## src/rtl/sbe_pkg.sv

```systemverilog
`timescale 1ns/1ps
package sbe_pkg;
    localparam int BYTE_W = 8;

    typedef enum logic [1:0] {
        PH_IDLE = 2'd0,
        PH_CMD  = 2'd1,
        PH_ADDR = 2'd2
    } phase_e;
endpackage

```

## src/rtl/sbe_line_classifier.sv

```systemverilog
`timescale 1ns/1ps
// Compares the stored line levels with the new sample and names the event.
module sbe_line_classifier (
    input  logic scl_prev,
    input  logic sda_prev,
    input  logic scl_now,
    input  logic sda_now,
    output logic ev_start,
    output logic ev_stop,
    output logic ev_rise,
    output logic ev_steady
);
    logic held_high;
    logic data_moved;

    assign held_high  = scl_prev & scl_now;
    assign data_moved = sda_prev ^ sda_now;
    assign ev_start   = held_high & data_moved & ~sda_now;
    assign ev_stop    = held_high & data_moved & sda_now;
    assign ev_rise    = ~scl_prev & scl_now;
    assign ev_steady  = ~data_moved;
endmodule

```

## src/rtl/sbe_store.sv

```systemverilog
`timescale 1ns/1ps
// Byte array with a load port and an asynchronous read port.
module sbe_store #(
    parameter int ADDR_W = 8,
    parameter int DATA_W = 8
) (
    input  logic              clk,
    input  logic              wr_en,
    input  logic [ADDR_W-1:0] wr_addr,
    input  logic [DATA_W-1:0] wr_data,
    input  logic [ADDR_W-1:0] rd_addr,
    output logic [DATA_W-1:0] rd_data
);
    localparam int DEPTH = 1 << ADDR_W;

    logic [DATA_W-1:0] mem [DEPTH];

    always_ff @(posedge clk) begin
        if (wr_en) begin
            mem[wr_addr] <= wr_data;
        end
    end

    assign rd_data = mem[rd_addr];
endmodule

```

## src/rtl/sbe_sequencer.sv

```systemverilog
`timescale 1ns/1ps
// Framing engine: phase, bit count, acknowledge flag, shift registers,
// and the stored line levels.
module sbe_sequencer
    import sbe_pkg::*;
#(
    parameter int ADDR_W = 8,
    parameter int DATA_W = 8
) (
    input  logic              clk,
    input  logic              rst_n,
    input  logic              step_i,
    input  logic              scl_i,
    input  logic              sda_i,
    input  logic              ev_start,
    input  logic              ev_stop,
    input  logic              ev_rise,
    input  logic              ev_steady,
    input  logic [DATA_W-1:0] rd_data,
    output logic [ADDR_W-1:0] rd_addr,
    output logic              scl_q_o,
    output logic              sda_q_o,
    output phase_e            phase_o,
    output logic              ack_o
);
    localparam int CNT_W = $clog2(DATA_W);
    localparam logic [CNT_W-1:0] CNT_LAST = CNT_W'(DATA_W - 1);

    phase_e            phase_q, phase_n;
    logic [CNT_W-1:0]  cnt_q, cnt_n;
    logic              ack_q, ack_n;
    logic              rd_mode_q, rd_mode_n;
    logic [DATA_W-1:0] addr_q, addr_n;
    logic [DATA_W-1:0] data_q, data_n;
    logic              scl_q, scl_n;
    logic              sda_q, sda_n;
    logic [DATA_W-1:0] addr_shift;
    logic              cnt_last;

    assign addr_shift = {addr_q[DATA_W-2:0], sda_i};
    assign rd_addr    = addr_shift[ADDR_W-1:0];
    assign cnt_last   = (cnt_q == CNT_LAST);

    // State register
    always_ff @(posedge clk or negedge rst_n) begin
        if (!rst_n) begin
            phase_q   <= PH_IDLE;
            cnt_q     <= '0;
            ack_q     <= 1'b0;
            rd_mode_q <= 1'b0;
            addr_q    <= '0;
            data_q    <= '0;
            scl_q     <= 1'b1;
            sda_q     <= 1'b1;
        end else begin
            phase_q   <= phase_n;
            cnt_q     <= cnt_n;
            ack_q     <= ack_n;
            rd_mode_q <= rd_mode_n;
            addr_q    <= addr_n;
            data_q    <= data_n;
            scl_q     <= scl_n;
            sda_q     <= sda_n;
        end
    end

    // Next-state and driven-line logic
    always_comb begin
        phase_n   = phase_q;
        cnt_n     = cnt_q;
        ack_n     = ack_q;
        rd_mode_n = rd_mode_q;
        addr_n    = addr_q;
        data_n    = data_q;
        scl_n     = scl_q;
        sda_n     = sda_q;
        if (step_i) begin
            scl_n = scl_i;
            sda_n = sda_i;
            if (ev_start) begin
                phase_n   = PH_CMD;
                cnt_n     = '0;
                rd_mode_n = 1'b0;
            end else if (ev_stop) begin
                phase_n = phase_q;
            end else if ((phase_q == PH_IDLE) && !ack_q) begin
                phase_n = PH_IDLE;
            end else if (ev_rise) begin
                if (ack_q) begin
                    sda_n = 1'b0;
                    ack_n = 1'b0;
                end else if (ev_steady) begin
                    unique case (phase_q)
                        PH_CMD: begin
                            rd_mode_n = sda_i;
                            cnt_n     = cnt_q + 1'b1;
                            if (cnt_last) begin
                                phase_n = PH_ADDR;
                                cnt_n   = '0;
                                ack_n   = 1'b1;
                            end
                        end
                        PH_ADDR: begin
                            if (rd_mode_q) begin
                                sda_n = data_q[DATA_W-1];
                            end
                            addr_n = addr_shift;
                            data_n = {data_q[DATA_W-2:0], 1'b0};
                            cnt_n  = cnt_q + 1'b1;
                            if (cnt_last) begin
                                data_n  = rd_data;
                                ack_n   = 1'b1;
                                phase_n = PH_IDLE;
                                cnt_n   = '0;
                            end
                        end
                        default: begin
                            phase_n = PH_IDLE;
                        end
                    endcase
                end
            end
        end
    end

    assign scl_q_o = scl_q;
    assign sda_q_o = sda_q;
    assign phase_o = phase_q;
    assign ack_o   = ack_q;
endmodule

```

## src/rtl/sbe_eeprom_responder.sv

```systemverilog
`timescale 1ns/1ps
module sbe_eeprom_responder
    import sbe_pkg::*;
#(
    parameter int ADDR_W = 8
) (
    input  logic              clk,
    input  logic              rst_n,
    input  logic              step_i,
    input  logic              scl_i,
    input  logic              sda_i,
    input  logic              load_en_i,
    input  logic [ADDR_W-1:0] load_addr_i,
    input  logic [BYTE_W-1:0] load_data_i,
    output logic              sda_o
);
    logic              scl_w;
    logic              sda_w;
    logic              ev_start_w;
    logic              ev_stop_w;
    logic              ev_rise_w;
    logic              ev_steady_w;
    logic [ADDR_W-1:0] rd_addr_w;
    logic [BYTE_W-1:0] rd_data_w;
    phase_e            phase_w;
    logic              ack_w;

    sbe_line_classifier u_classify (
        .scl_prev  (scl_w),
        .sda_prev  (sda_w),
        .scl_now   (scl_i),
        .sda_now   (sda_i),
        .ev_start  (ev_start_w),
        .ev_stop   (ev_stop_w),
        .ev_rise   (ev_rise_w),
        .ev_steady (ev_steady_w)
    );

    sbe_store #(.ADDR_W(ADDR_W), .DATA_W(BYTE_W)) u_store (
        .clk     (clk),
        .wr_en   (load_en_i),
        .wr_addr (load_addr_i),
        .wr_data (load_data_i),
        .rd_addr (rd_addr_w),
        .rd_data (rd_data_w)
    );

    sbe_sequencer #(.ADDR_W(ADDR_W), .DATA_W(BYTE_W)) u_seq (
        .clk       (clk),
        .rst_n     (rst_n),
        .step_i    (step_i),
        .scl_i     (scl_i),
        .sda_i     (sda_i),
        .ev_start  (ev_start_w),
        .ev_stop   (ev_stop_w),
        .ev_rise   (ev_rise_w),
        .ev_steady (ev_steady_w),
        .rd_data   (rd_data_w),
        .rd_addr   (rd_addr_w),
        .scl_q_o   (scl_w),
        .sda_q_o   (sda_w),
        .phase_o   (phase_w),
        .ack_o     (ack_w)
    );

    assign sda_o = sda_w;
endmodule

```

## config.mk

```make
export PLATFORM = sky130hd
export DESIGN_NAME = sbe_eeprom_responder
export DESIGN_NICKNAME = d
export VERILOG_FILES = /design/src/rtl/sbe_pkg.sv /design/src/rtl/sbe_line_classifier.sv /design/src/rtl/sbe_store.sv /design/src/rtl/sbe_sequencer.sv /design/src/rtl/sbe_eeprom_responder.sv
export SDC_FILE = /design/constraint.sdc
export NUM_CORES = 2
export LEC_CHECK = 0
export BUFFER_PORTS_ARGS = -buffer_cell sky130_fd_sc_hd__buf_2
export CAP_MARGIN = 20
export CORE_MARGIN = 8
export CORE_UTILIZATION = 63
export CTS_CLUSTER_DIAMETER = 100
export DETAILED_ROUTE_END_ITERATION = 16
export GPL_TIMING_DRIVEN = 0
export HOLD_SLACK_MARGIN = 0.15
export PLACE_DENSITY = 0.81
export SLEW_MARGIN = 20
export SYNTH_ARGS = -nofsm -noshare
export SYNTH_HDL_FRONTEND = slang
export SYNTH_HIERARCHICAL = 1
export SYNTH_SLANG_ARGS = --single-unit
```

## constraint.sdc

```tcl
create_clock -name clk -period 4.45 [get_ports clk]
set_input_delay 0.2225 -clock clk [delete_from_list [all_inputs] [get_ports clk]]
set_output_delay 0.2225 -clock clk [all_outputs]
set_load 0.1 [all_outputs]
```

==> metrics.csv <==
stage,metric,value,unit
place,Post-DP HPWL,156100,um
grt,total track usage,34.66,%
setup_path,Worst R2R Start,u_seq/addr_q[0],
logic_synthesis,post-synthesis cell type count,72,
min_path,hold path depth,3,
grt,initial antenna violation count,23,
logic_synthesis,syn_nets,3875,
setup_path,Crit. End Element,register,
timing,Setup Skew,0.03311,ns
die,Die Area,139800,um^2
die,placement row count,131,
logic_synthesis,post-synthesis instance total,3847,
logic_synthesis,top cell type's share of synthesized area,76.18,%
place,Final GP Congestion,0.9950,
cts,H-tree depth,4,
finish,NumNets Final,4125,
power_and_ir_drop,peak supply drop,0.0004763,V
place,IO Port Bufs,16,
die,Top Ports,23,
timing,final-report max-slew violation count,0,
drt,Via density,7.655,
cts,clk_lat worst skew,0.83,ns
place,pre-CTS WS,-0.5651,ns
drt,Routed WL per cell,41.59,um
drt,post-route ant nets,0,
logic_synthesis,Post-Synthesis Cell Area,80730,um^2
min_path,HP Start,load_addr_i[6],
logic_synthesis,YS warnings,6,
logic_synthesis,"Top FF cell, synth",edfxtp_1,
timing,fin worst setup slack,-0.4054,ns
setup_path,WS Path Type,reg2reg,
place,dpl cell area,83550,um^2
cts,CTS Root Cell,clkbuf_16,
logic_synthesis,synthesized flop and latch total,2072,
timing,Max transition margin,9.319,%
min_path,hold endpoint,u_store/mem[195][5],
timing,top achievable clock speed,0.2060,GHz
outcome,failing checks,negative setup slack,
finish,fraction of layout instances using a drive strength above 1,23.18,%
setup_path,CP Launch Type,register,
finish,filler instances,7010,
drt,drt pass-1 iters,13,
drt,final wirelength,247000,um
drt,DRC,0,
logic_synthesis,"area leader, netlist",edfxtp_1,
grt,largest net degree at the start of global routing,141,
logic_synthesis,sequential share of the synthesized area,76.93,%
setup_path,critical path arrival,5.62,ns
die,Die Span Y,374.0,um
grt,vias in the first global route,44036,
finish,"leading cell types in the layout, fill and taps excluded","edfxtp_1, mux4_2, nor2_1",
setup_path,worst reg-to-reg path cell count,11,
timing,final setup vio count,8,
logic_synthesis,Syn Area/Cell,20.98,um^2
setup_path,Crit Path Max Fanout,12,
grt,first-pass GRT wire length,336300,um
logic_synthesis,share of flip-flops with an asynchronous set or reset,1.158,%
die,core box area,127400,um^2
cts,Num CTS Buffers,196,
cts,clock-pin slew on the worst setup and hold paths,0.07,ns
setup_path,Worst EP required,5.21,ns
drt,initial DRC count,8757,
timing,Final Hold Viols,0,
cts,post-CTS setup buffers,0,
logic_synthesis,synth top area cells,"edfxtp_1, mux4_2, mux2i_1",
finish,synth-to-layout area growth,11.97,%
finish,final instance area,90390,um^2
flow_run,max_cap viols,0,
timing,worst slew pin tran,1.357,ns
power_and_ir_drop,Total Power,40.53,mW
min_path,Min-Delay Path Class,in2reg,
timing,Tcrit/Tclk final,109.1,%
die,chip width,374.0,um
finish,"most common cell after layout, fill and taps aside",edfxtp_1,
die,initial core utilization,63.39,%
outcome,status,"finished, violations left",
timing,Fin Hold WS,0.2815,ns
grt,grt total ovfl,0,
timing,minimum clock period,4.855,ns
setup_path,Worst R2R Setup Slack,-0.41,ns
setup_path,Critical R2R Capture,u_seq/data_q[4],
power_and_ir_drop,P per Cell Area,448.4,nW/um^2
logic_synthesis,"EDFF count, synth",2048,
cts,CTS Sinks,2072,
cts,CTS tree,done,
drt,Vias,45463,
cts,maximum clock insertion buffer count,3,
power_and_ir_drop,static leakage,28.09,nW
==> cell usage after synthesis (5+ instances only) <==
cell type     n
and2_1        6
buf_1        22
nand2_1      34
o22ai_1      30
edfxtp_1   2048
buf_4        29
buf_6        22
mux2_4        5
a221oi_1     13
o221ai_1     49
nand2b_1      9
mux2i_1     141
o211ai_1     10
nand4_1      10
nor3_1       22
o21ai_0      16
mux4_2      454
nor4_1       24
clkbuf_1    115
a211oi_1     16
o22a_1        5
nor2_1      291
buf_12        8
nand3_1      40
a21oi_1     104
buf_2        31
ha_1          6
buf_8        13
a22o_1        8
inv_1        10
dfrtp_1      22
nor2b_1      35
a22oi_1     133
==> critical path, stage by stage, from the launching register on <==
cell and delay, ns:
dfrtp_1 0.60, buf_2 0.28, buf_4 0.34, buf_4 0.49
clkdlybuf4s15_2 0.62, mux4_2 0.37, o211ai_1 0.15, a21oi_2 0.61
nor4_2 0.19, nor4_1 0.75, mux2i_1 0.16, a21oi_1 0.18
==> metal layers <==
metal,global-route usage (%),wire length (um),part of all wire [%],vias to the layer above
met4,23.73,21410,8.7,16
met2,49.43,107100,43,4864
met3,15.34,42830,17,1107
met5,1.166,276,0.11,-
met1,42.78,75350,31,22850
li1,-,-,-,16626
==> flip-flops by register name (all words and copies together), names as in the netlist <==
signal           flops
u_store/mem       2048
u_seq/phase_o        2
u_seq/ack_o          1
u_seq/data_q         8
u_seq/cnt_q          3
u_seq/addr_q         7
u_seq/scl_q_o        1
u_seq/rd_mode_q      1
u_seq/sda_q_o        1
==> final cells by class <==
| class | count | area, um^2 | share of cell area [%] |
|---|---|---|---|
| diodes | 19 | 47.55 | 0.05260 |
| clock buffers | 252 | 5239 | 5.796 |
| repair buffers | 53 | 835.8 | 0.9246 |
| clock inverters | 107 | 1094 | 1.210 |
| plain buffers | 239 | 1609 | 1.780 |
| inverters | 11 | 41.29 | 0.04568 |
| multi-input cells | 1524 | 17340 | 19.19 |
| well taps | 1662 | 2079 | 2.301 |
| flip-flops and latches | 2072 | 62100 | 68.70 |
==> report_power, final <==
part	total (mW)	internal [mW]	switching, mW
registers	21.5	21.5	0.0302
clock network	16.7	9.46	7.20
logic	2.34	0.779	1.56
==> cell families (layout without fill, tap and decap cells) <==
logic type	Yosys count	count (layout)	share of synthesized area [%]
flops	2072	2072	76.93
simple gates	501	501	2.869
fa+ha+maj	6	6	0.09299
other cells	0	19	0
buf+inv	251	662	1.897
compound gates	410	410	3.573
xor+xnor	1	1	0.01085
mux	606	606	14.63
==> worst max path at each step <==
stage                      endpoint  cells after the start             from  slack, ns
CTS                 u_seq/data_q[4]                     10  u_seq/addr_q[1]      0.004
global placement    u_seq/data_q[1]                     11  u_seq/addr_q[0]      -1.08
global route        u_seq/data_q[4]                     11  u_seq/addr_q[0]      -0.01
floorplan           u_seq/data_q[2]                     11  u_seq/addr_q[0]       1.99
detailed placement  u_seq/data_q[6]                     11  u_seq/addr_q[0]      -0.57
finish              u_seq/data_q[4]                     11  u_seq/addr_q[0]      -0.41
==> through the flow <==
step	TNS (ns)	std cells	utilization (%)
6_report	-1.790	5939	70.98
3_3_place_gp	-9.346	5525	65.08
4_1_cts	0	5920	70.80
2_1_floorplan	0	3847	-
5_1_grt	-0.01550	5925	70.95
3_5_place_dp	-3.273	5545	65.61
==> repair_timing <==
item / 4_1_cts / 5_1_grt
setup endpoints to repair: 8 / 8
resized for setup: 34 / 48
hold buffers: 17 / 0
endpoints found under the hold margin: 963 / 0
pin swaps: 0 / 0
Power figures use the tool's default switching activity.
